File: config.mk
export PLATFORM = sky130hd
export DESIGN_NAME = pipe_code_merge
export DESIGN_NICKNAME = d
export VERILOG_FILES = /design/src/rtl/pcm_pkg.sv /design/src/rtl/code_delay.sv /design/src/rtl/weight_combine.sv /design/src/rtl/pipe_code_merge.sv
export SDC_FILE = /design/constraint.sdc
export NUM_CORES = 1
export LEC_CHECK = 0
export BUFFER_PORTS_ARGS = -buffer_cell sky130_fd_sc_hd__buf_2
export CAP_MARGIN = 5
export CORE_ASPECT_RATIO = 0.7
export CORE_MARGIN = 10
export CORE_UTILIZATION = 35
export DETAILED_ROUTE_END_ITERATION = 12
export GPL_TIMING_DRIVEN = 0
export HOLD_SLACK_MARGIN = 0.15
export SLEW_MARGIN = 20
export SYNTH_ARGS = -nofsm -noshare
export SYNTH_HDL_FRONTEND = slang
export SYNTH_SLANG_ARGS = --single-unit
File: constraint.sdc
create_clock -name clk -period 1.9 [get_ports clk]
set_input_delay 0.095 -clock clk [delete_from_list [all_inputs] [get_ports clk]]
set_output_delay 0.095 -clock clk [all_outputs]
set_load 0.005 [all_outputs]
File: src/rtl/pcm_pkg.sv
// Package: shared constants and field-offset arithmetic for the stage-code
// combiner. Assumes the last stage has no redundancy and that every
// redundant stage overlaps its lower neighbour by raw_w - eff_w bits.
package pcm_pkg;

    // Arrival skew of each stage's code relative to the last stage.
    localparam int STAGE1_LAG = 2;
    localparam int STAGE2_LAG = 1;

    // Bit position of the LSB of the stage-2 field in the output word.
    function automatic int off_stage2(int raw_w, int eff_w, int last_w);
        return last_w - (raw_w - eff_w);
    endfunction

    // Bit position of the LSB of the stage-1 field in the output word.
    function automatic int off_stage1(int raw_w, int eff_w, int last_w);
        return off_stage2(raw_w, eff_w, last_w) + eff_w;
    endfunction

    // Width of the combined output word.
    function automatic int word_width(int raw_w, int eff_w, int last_w);
        return off_stage1(raw_w, eff_w, last_w) + raw_w;
    endfunction

endpackage

File: src/rtl/code_delay.sv
// Module: code_delay
// Fixed-depth delay line for one stage code and its valid flag. It lines
// up an early stage with the last stage of the same sample. Assumes a
// synchronous active-low reset. A depth of zero turns it into wires.
module code_delay #(
    parameter int W     = 3,
    parameter int DEPTH = 2
) (
    input  logic         clk,
    input  logic         rst_n,
    input  logic [W-1:0] d,
    input  logic         dv,
    output logic [W-1:0] q,
    output logic         qv
);

    generate
        if (DEPTH == 0) begin : g_wire
            assign q  = d;
            assign qv = dv;
        end else begin : g_chain
            logic [W-1:0]     code_r [DEPTH];
            logic [DEPTH-1:0] vld_r;

            // Shift code and valid one slot per clock; reset clears all slots.
            always_ff @(posedge clk) begin
                if (!rst_n) begin
                    for (int i = 0; i < DEPTH; i++) code_r[i] <= '0;
                    vld_r <= '0;
                end else begin
                    code_r[0] <= d;
                    vld_r[0]  <= dv;
                    for (int i = 1; i < DEPTH; i++) begin
                        code_r[i] <= code_r[i-1];
                        vld_r[i]  <= vld_r[i-1];
                    end
                end
            end

            assign q  = code_r[DEPTH-1];
            assign qv = vld_r[DEPTH-1];
        end
    endgenerate

endmodule

File: src/rtl/weight_combine.sv
// Module: weight_combine
// Combinational shift-and-add of three aligned stage codes with a clamp to
// all ones on overflow. When the stages carry no redundancy
// (RAW_W == EFF_W), the fields do not overlap and the sum reduces to a
// concatenation. Assumes unsigned codes, so the result is never negative.
module weight_combine #(
    parameter int RAW_W  = 3,
    parameter int EFF_W  = 2,
    parameter int LAST_W = 2,
    parameter int OFF1   = 3,
    parameter int OFF2   = 1,
    parameter int OUT_W  = 6
) (
    input  logic [RAW_W-1:0]  a,
    input  logic [RAW_W-1:0]  b,
    input  logic [LAST_W-1:0] c,
    output logic [OUT_W-1:0]  y
);

    localparam int SUM_W = OUT_W + 2;

    generate
        if (RAW_W == EFF_W) begin : g_concat
            assign y = {a, b, c};
        end else begin : g_adder
            logic [SUM_W-1:0] t1, t2, t3, tot;
            logic             over;

            // Place each field at its weight and sum with full carry ripple.
            always_comb begin
                t1   = {{(SUM_W-RAW_W){1'b0}}, a} << OFF1;
                t2   = {{(SUM_W-RAW_W){1'b0}}, b} << OFF2;
                t3   = {{(SUM_W-LAST_W){1'b0}}, c};
                tot  = t1 + t2 + t3;
                over = |tot[SUM_W-1:OUT_W];
            end

            // Clamp to the largest word when the sum spills past OUT_W bits.
            always_comb begin
                y = over ? {OUT_W{1'b1}} : tot[OUT_W-1:0];
                AST_LSB_FLOOR: assert (y >= {{(OUT_W-LAST_W){1'b0}}, c}) else $error("AST_LSB_FLOOR");
            end
        end
    endgenerate

endmodule

File: src/rtl/pipe_code_merge.sv
// Module: pipe_code_merge (top)
// Aligns the skewed codes of a three-stage pipelined converter and
// registers their weighted, saturated sum as one word per clock.
// Assumes stage k's code for a sample arrives k-1 cycles after stage 1's
// code, and a synchronous active-low reset.
module pipe_code_merge
    import pcm_pkg::*;
#(
    parameter int RAW_W  = 3,
    parameter int EFF_W  = 2,
    parameter int LAST_W = 2
) (
    input  logic                                        clk,
    input  logic                                        rst_n,
    input  logic [RAW_W-1:0]                            c1_raw,
    input  logic                                        c1_vld,
    input  logic [RAW_W-1:0]                            c2_raw,
    input  logic                                        c2_vld,
    input  logic [LAST_W-1:0]                           c3_raw,
    input  logic                                        c3_vld,
    output logic [word_width(RAW_W,EFF_W,LAST_W)-1:0]   word,
    output logic                                        word_vld
);

    localparam int OFF2  = off_stage2(RAW_W, EFF_W, LAST_W);
    localparam int OFF1  = off_stage1(RAW_W, EFF_W, LAST_W);
    localparam int OUT_W = word_width(RAW_W, EFF_W, LAST_W);
    localparam int CHK_W = OUT_W + 2;

    logic [RAW_W-1:0] d1_code, d2_code;
    logic             d1_vld, d2_vld;
    logic [OUT_W-1:0] sum_word;
    logic             all_vld;

    code_delay #(.W(RAW_W), .DEPTH(STAGE1_LAG)) u_dly1 (
        .clk(clk), .rst_n(rst_n), .d(c1_raw), .dv(c1_vld), .q(d1_code), .qv(d1_vld)
    );

    code_delay #(.W(RAW_W), .DEPTH(STAGE2_LAG)) u_dly2 (
        .clk(clk), .rst_n(rst_n), .d(c2_raw), .dv(c2_vld), .q(d2_code), .qv(d2_vld)
    );

    weight_combine #(
        .RAW_W(RAW_W), .EFF_W(EFF_W), .LAST_W(LAST_W),
        .OFF1(OFF1), .OFF2(OFF2), .OUT_W(OUT_W)
    ) u_comb (
        .a(d1_code), .b(d2_code), .c(c3_raw), .y(sum_word)
    );

    assign all_vld = d1_vld & d2_vld & c3_vld;

    // Register the combined word when a complete sample is present.
    always_ff @(posedge clk) begin
        if (!rst_n) begin
            word     <= '0;
            word_vld <= 1'b0;
        end else begin
            word_vld <= all_vld;
            if (all_vld) word <= sum_word;
        end
    end

    AST_VALID_ALIGN: assert property (@(posedge clk) disable iff (!rst_n)
        word_vld |-> ($past(c3_vld) && $past(c2_vld, 2) && $past(c1_vld, 3)));

    AST_IDLE_HOLD: assert property (@(posedge clk) disable iff (!rst_n)
        !word_vld |-> $stable(word));

    AST_RESET_CLEAR: assert property (@(posedge clk)
        !rst_n |=> (!word_vld && word == '0));

    AST_MSB_FLOOR: assert property (@(posedge clk) disable iff (!rst_n)
        word_vld |-> ({{(CHK_W-OUT_W){1'b0}}, word} >=
                      ({{(CHK_W-RAW_W){1'b0}}, $past(c1_raw, 3)} << OFF1)));

endmodule

==> results of run 1 <==
-- final timing paths --
path                            slack (ns)                                      to  cells past startpoint
worst max-delay path                  0.16                    word[0]$_SDFFE_PN0P_                      6
worst min-delay path                  0.18                    word[1]$_SDFFE_PN0P_                      3
worst max register to register        0.16                    word[0]$_SDFFE_PN0P_                      6
worst min register to register        0.44  u_dly1.g_chain.code_r[0][4]$_SDFF_PN0_                      1
-- cells in the final DEF, fill, tap and decap left out, types with 2 or more instances in the layout --
cell and n:
xnor2_1 3, dfxtp_1 19, ha_1 3, nand3_1 2, dlygate4sd3_1 14, buf_2 20
clkbuf_4 3, and2_1 13, o221a_1 4
-- timing repair --
action / CTS / global route
endpoints found under the setup margin: 0 / 1
hold endpoints to repair: 14 / 0
gates resized for setup: 0 / 2
hold buffers: 14 / 0
-- logic make-up (layout without fill, tap and decap cells) --
family | after synthesis | in the layout | share of synthesized area
compound gates | 10 | 10 | 0.1299
simple gates | 19 | 19 | 0.1957
buf+inv | 2 | 39 | 0.01244
xor+xnor | 4 | 4 | 0.04983
fa+ha+maj | 4 | 4 | 0.07118
flops | 19 | 19 | 0.5409
-- metrics by stage --
| stage | util | setup WS [ns] | power, mW | area [sq um] |
|---|---|---|---|---|
| floorplan | - | 0.2385 | 0.4514 | 703.2 |
| global placement | 0.4377 | 0.1562 | 0.4711 | 825.8 |
| detailed placement | 0.4377 | 0.1340 | 0.4721 | 825.8 |
| CTS | 0.5279 | 0.1047 | 0.7037 | 996.0 |
| global route | 0.5371 | 0.008059 | 0.7327 | 1013 |
| finish | 0.5371 | 0.1575 | 0.6903 | 1013 |
-- routing by layer --
layer,vias to the layer above,global-route usage,share of wire
li1,282,-,-
met1,243,0.07248,0.47
met2,15,0.09951,0.44
met3,0,0.04836,0.090
met4,0,0.007958,0
met5,-,0,0
-- critical path, delay by kind of cell, from the launching register on --
kind,cells,cell delay [ns]
AO/OA/AOI/OAI,3,0.56
XOR/XNOR,1,0.37
adder cells (fa/ha/maj),2,0.40
flip-flops,1,0.32
-- layout make-up --
cell class / instances / share of cell area
sequential: 19 / 0.3753
tap: 22 / 0.02716
multi-input combinational: 37 / 0.3272
clock buffer: 3 / 0.02222
buffer: 2 / 0.008642
clock inverter: 1 / 0.007407
timing repair buffer: 33 / 0.2321
-- state kept, by name (all words and copies together) (netlist names) --
signal,count
u_dly1.g_chain.vld_r,2
u_dly2.qv,1
word,6
u_dly2.g_chain.code_r,3
u_dly1.g_chain.code_r,6
word_vld,1
-- where the power goes --
part           switching [mW]  total (mW)  internal [mW]
registers             0.00514       0.417          0.412
clock network           0.124       0.204         0.0801
logic                  0.0242      0.0693         0.0451
==> summary.md, run 1 <==
| Metric | Value |
|---|---|
| Run status | `finished, final reports clean` |
| Pre-antenna DRT Iters | `2` |
| Async S/R FF share, synth | `0` |
| Syn_nets | `75` |
| # diodes | `0` |
| Multi-input gate area | `about 330 sq um` |
| Critical Path, Cell by Cell | `ha_1, ha_4, xnor2_1, o21a_2, o21ai_2, o221a_1` |
| Global Route Usage Sum | `0.06489` |
| Critical path's largest stage delay | `between 0.3 and 0.4 ns` |
| Leakage | `0.4566 nW` |
| Critical path launch point | `u_dly1.g_chain.code_r[0][3]$_SDFF_PN0_` |
| Worst-Margin Slew | `approximately 0.43 ns` |
| Clock slew at reported path FFs | `around 0.11 ns` |
| First-pass GRT wire length | `approximately 2200 um` |
| Worst vdd ir | `around 560 uV` |
| # Post-CTS Setup Buffers | `0` |
| DR vias/cell | `approximately 4.6` |
| Layout fillers | `~180` |
| H-tree lvl count | `1` |
| Clock sinks | `19` |
| Syn. warnings | `0` |
| I/O pins | `20` |
| Layout cell share with drive strength beyond 1 | `0.3158` |
| CP Class | `register to register` |
| Register area share after synthesis | `0.5409` |
| Max Cap Violations | `0` |
| Vias | `540` |
| Fin nets | `between 100 and 150` |
| Die Y | `57.50 um` |
| Vias in the first global route | `about 520` |
| Period Utilization, post-route | `0.9171` |
| Starting Density | `0.3727` |
| Pwr/cell area | `just under 700 nW/um^2` |
| Hold Path Class | `primary input to register` |
| Detailed placement HPWL | `around 960 um` |
| Post-synth cell types | `18` |
| R2r startpoint | `u_dly1.g_chain.code_r[0][3]$_SDFF_PN0_` |
| Post-Syn Area per Cell | `about 12 sq um` |
| Crit-path max FO | `4` |
| Total die area | `about 4200 sq um` |
| Unrepaired setup endpoints after global routing | `false` |
| FF/Latch Area | `380.4 sq um` |
| Clock buffer depth | `2` |
| CP Data Required Time | `about 2.1 ns` |
| Top cells by count, synth | `dfxtp_1 (19), and2_1 (13), ha_1 (4), o221a_1 (4), xnor2_1 (3)` |
| Area grow syn2layout | `44.13%` |
| Total CTS buffers | `3` |
| Area leader, netlist | `dfxtp_1` |
| Clock skew | `0.003837 ns` |
| Post-Synthesis Cells | `58` |
| Clk_lat worst skew | `roughly 0.30 ns` |
| Routed WL | `about 1300 um` |
| Global route overflow | `0` |
| Detail Route Antenna Nets | `0` |
| GP Congestion | `between 0.7 and 0.8` |
| Largest net degree at the start of global routing | `13` |
| Hold Fails Final Rpt | `0` |
| Port bufs | `19` |
| Core area | `~1900 sq um` |
| Clk Tree Root Cell | `clkbuf_4` |
| Peak Freq | `roughly 570 MHz` |
| Fin. max-slew vios | `0` |
| Setup TNS | `0 ns` |
| Final setup viols | `0` |
| DRT iter0 DRCs | `31` |
| Dominant cell by count in the synthesized netlist | `dfxtp_1` |
| Largest cells by area after synthesis | `dfxtp_1 (54%), and2_1 (12%), ha_1 (7.1%), o221a_1 (6.4%), xnor2_1 (3.7%)` |
| Rel. slew slack | `0.7142` |
| Die width | `around 74 um` |
| Synth Flop Type | `dfxtp_1` |
| Post-Syn Area | `around 700 sq um` |
| Worst hold slack | `~0.18 ns` |
| Row cnt | `13` |
| Flops & latches, synth | `19` |
| Number of synthesized flops with an enable pin | `0` |
| Cells after DPL | `99` |
| Initial antenna violation count | `0` |
| Startpoint class of the critical path | `register` |
| Hold Crit Start | `c3_raw[1]` |
| Crit end category | `register` |
| DRC | `0` |
| Slowest-stage cell, CP | `xnor2_1` |
| TritonCTS clock tree | `yes` |
| Post-Layout Cell Count | `between 100 and 150` |
| Wire per inst | `~11 um` |
| Post-layout min period | `~1.7 ns` |
| Data arrival time of the critical path | `1.94 ns` |
| Synth top area share | `0.5409` |
No activity file was read; power rests on OpenSTA's default activity.
==> run 2, diff against run 1 <==
- CELL_PAD_IN_SITES_DETAIL_PLACEMENT: not set -> 1
- CELL_PAD_IN_SITES_GLOBAL_PLACEMENT: not set -> 1
- PLACE_DENSITY_LB_ADDON: not set -> 0.1
==> summary.md, run 2 (same netlist as run 1, synthesis figures left out) <==
| Metric | Value |
|---|---|
| # diodes | `0 (unchanged)` |
| Clock sinks | `19 (unchanged)` |
| CP Data Required Time | `2.09 ns (was 2.10 ns)` |
| Area grow syn2layout | `42.88% (was 44.13%)` |
| Detailed placement HPWL | `1096 um (was 956.3 um)` |
| Wire per inst | `12.85 um (was 11.07 um)` |
| Setup TNS | `0 ns (unchanged)` |
| Clock slew at reported path FFs | `0.10 ns (was 0.11 ns)` |
| Die Y | `57.50 um (unchanged)` |
| Largest net degree at the start of global routing | `11 (was 13)` |
| Port bufs | `19 (unchanged)` |
| Layout cell share with drive strength beyond 1 | `0.2947 (was 0.3158)` |
| Run status | `finished, final reports clean (unchanged)` |
| H-tree lvl count | `1 (unchanged)` |
| Peak Freq | `569.3 MHz (was 573.9 MHz)` |
| Most common cell after layout, fill and taps aside | `buf_2 (unchanged)` |
| DRC | `0 (unchanged)` |
| CP Class | `register to register (unchanged)` |
| Clk Tree Root Cell | `clkbuf_4 (unchanged)` |
| Rel. slew slack | `0.7188 (was 0.7142)` |
| TritonCTS clock tree | `yes (unchanged)` |
| Vias | `547 (was 540)` |
| Startpoint class of the critical path | `register (unchanged)` |
| Critical path's largest stage delay | `0.37 ns (about the same)` |
| Global route overflow | `0 (unchanged)` |
| Core area | `1887 sq um (unchanged)` |
| Regs by FF count | `u_dly1.g_chain.code_r (6), word (6), u_dly2.g_chain.code_r (3) (unchanged)` |
| Fin nets | `113 (unchanged)` |
| Clk_lat worst skew | `0.29 ns (was 0.30 ns)` |
| Hold Fails Final Rpt | `0 (unchanged)` |
| Row cnt | `13 (unchanged)` |
| Pwr/cell area | `686.8 nW/um^2 (was 681.1 nW/um^2)` |
| Top delay family on crit path | `compound AO/OA/AOI/OAI gates (unchanged)` |
| Total CTS buffers | `3 (unchanged)` |
| First-pass GRT wire length | `2580 um (was 2180 um)` |
| Pre-antenna DRT Iters | `4 (was 2)` |
| Critical Path, Cell by Cell | `ha_1, ha_4, xnor2_1, o21a_2, o21ai_2, o221a_1 (unchanged)` |
| Detail Route Antenna Nets | `0 (unchanged)` |
| DRT iter0 DRCs | `34 (was 31)` |
| Period Utilization, post-route | `0.9245 (was 0.9171)` |
| Layout fillers | `211 (was 181)` |
| Unrepaired setup endpoints after global routing | `false (unchanged)` |
| Crit end category | `register (unchanged)` |
| I/O pins | `20 (unchanged)` |
| Total die area | `4231 sq um (unchanged)` |
| Vias in the first global route | `574 (was 516)` |
| Slowest-stage cell, CP | `xnor2_1 (unchanged)` |
| Final setup viols | `0 (unchanged)` |
| Crit-path max FO | `4 (unchanged)` |
| Hold Path Class | `primary input to register (unchanged)` |
| Post-layout min period | `1.757 ns (was 1.742 ns)` |
| Die width | `73.58 um (unchanged)` |
| DR vias/cell | `4.675 (was 4.615)` |
| Multi-input gate area | `326.6 sq um (was 331.6 sq um)` |
| GP Congestion | `0.7081 (was 0.7074)` |
| Worst vdd ir | `415.8 uV (was 564.8 uV)` |
| Routed WL | `1504 um (was 1295 um)` |
| Initial antenna violation count | `0 (unchanged)` |
| WP buf/inv | `0 (unchanged)` |
| Max Cap Violations | `0 (unchanged)` |
| Data arrival time of the critical path | `1.95 ns (was 1.94 ns)` |
| Clock buffer depth | `2 (unchanged)` |
| Starting Density | `0.3727 (unchanged)` |
| Clock skew | `0.001438 ns (was 0.003837 ns)` |
| Fin. max-slew vios | `0 (unchanged)` |
| Most frequent cells in the layout | `buf_2 (20), dfxtp_1 (19), dlygate4sd3_1 (14) (unchanged)` |
| Global Route Usage Sum | `0.07762 (was 0.06489)` |
| Power, Total | `690.0 uW (was 690.3 uW)` |
| Leakage | `0.4597 nW (was 0.4566 nW)` |
| Worst-Margin Slew | `0.4188 ns (was 0.4257 ns)` |
| FF/Latch Area | `380.4 sq um (unchanged)` |
run 2: changes by cell type in the layout (fill, tap and decap cells not counted):
cell	before	now
clkbuf_1	1	2
clkinvlp_4	1	0
and3_1	1	2
and3_4	1	0
run 2: stage by stage:
step | util | setup WS (ns) | area [sq um] | std cells | hold slack, ns
detailed placement | 0.4377 | 0.1158 | 825.8 | 99 | 0.3063
global placement | 0.4377 | 0.1260 | 825.8 | 99 | 0.3004
floorplan | - | 0.2385 | 703.2 | 58 | 0.2167
CTS | 0.5259 | 0.09543 | 992.2 | 117 | 0.1893
global route | 0.5325 | 0.01355 | 1005 | 117 | 0.2209
finish | 0.5325 | 0.1435 | 1005 | 117 | 0.1898
run 2: final timing paths:
check                                         start                                endpoint  slack [ns]  cells after the start
max reg2reg  u_dly1.g_chain.code_r[0][3]$_SDFF_PN0_                    word[0]$_SDFFE_PN0P_        0.14                      6
min                                       c3_raw[1]                    word[1]$_SDFFE_PN0P_        0.19                      3
min reg2reg  u_dly1.g_chain.code_r[0][1]$_SDFF_PN0_  u_dly1.g_chain.code_r[0][4]$_SDFF_PN0_        0.44                      1
max          u_dly1.g_chain.code_r[0][3]$_SDFF_PN0_                    word[0]$_SDFFE_PN0P_        0.14                      6
run 2: final cells by class:
class,count,share of cell area
clock buffer,4,0.02615
sequential,19,0.3786
buffer,2,0.008717
timing repair buffer,33,0.2341
tap,22,0.02740
multi-input combinational,37,0.3250
run 2: per-layer routing:
layer,track usage,up-vias,part of all wire
met5,0,-,0
met4,0.01592,0,0.0066
met3,0.04836,2,0.074
met2,0.1274,15,0.48
met1,0.08293,251,0.44
li1,-,279,-
run 2: where the power goes:
part,switching [mW],leakage [nW],internal [mW]
logic,0.0245,0.289,0.0449
clock network,0.121,0.0150,0.0817
registers,0.00527,0.156,0.412
run 2: tightest hold or removal path, delay by kind of cell:
family	cells	cell delay (ns)
AOI/OAI and AO/OA	1	0.16
buffers and inverters	1	0.08
adders and majority gates	1	0.12
run 2: timing repair:
action / CTS / global route
gates resized for setup: 0 / 1
hold endpoints to repair: 14 / 0
buffers inserted: 0 / 0
endpoints found under the setup margin: 0 / 2
hold buffers: 14 / 0
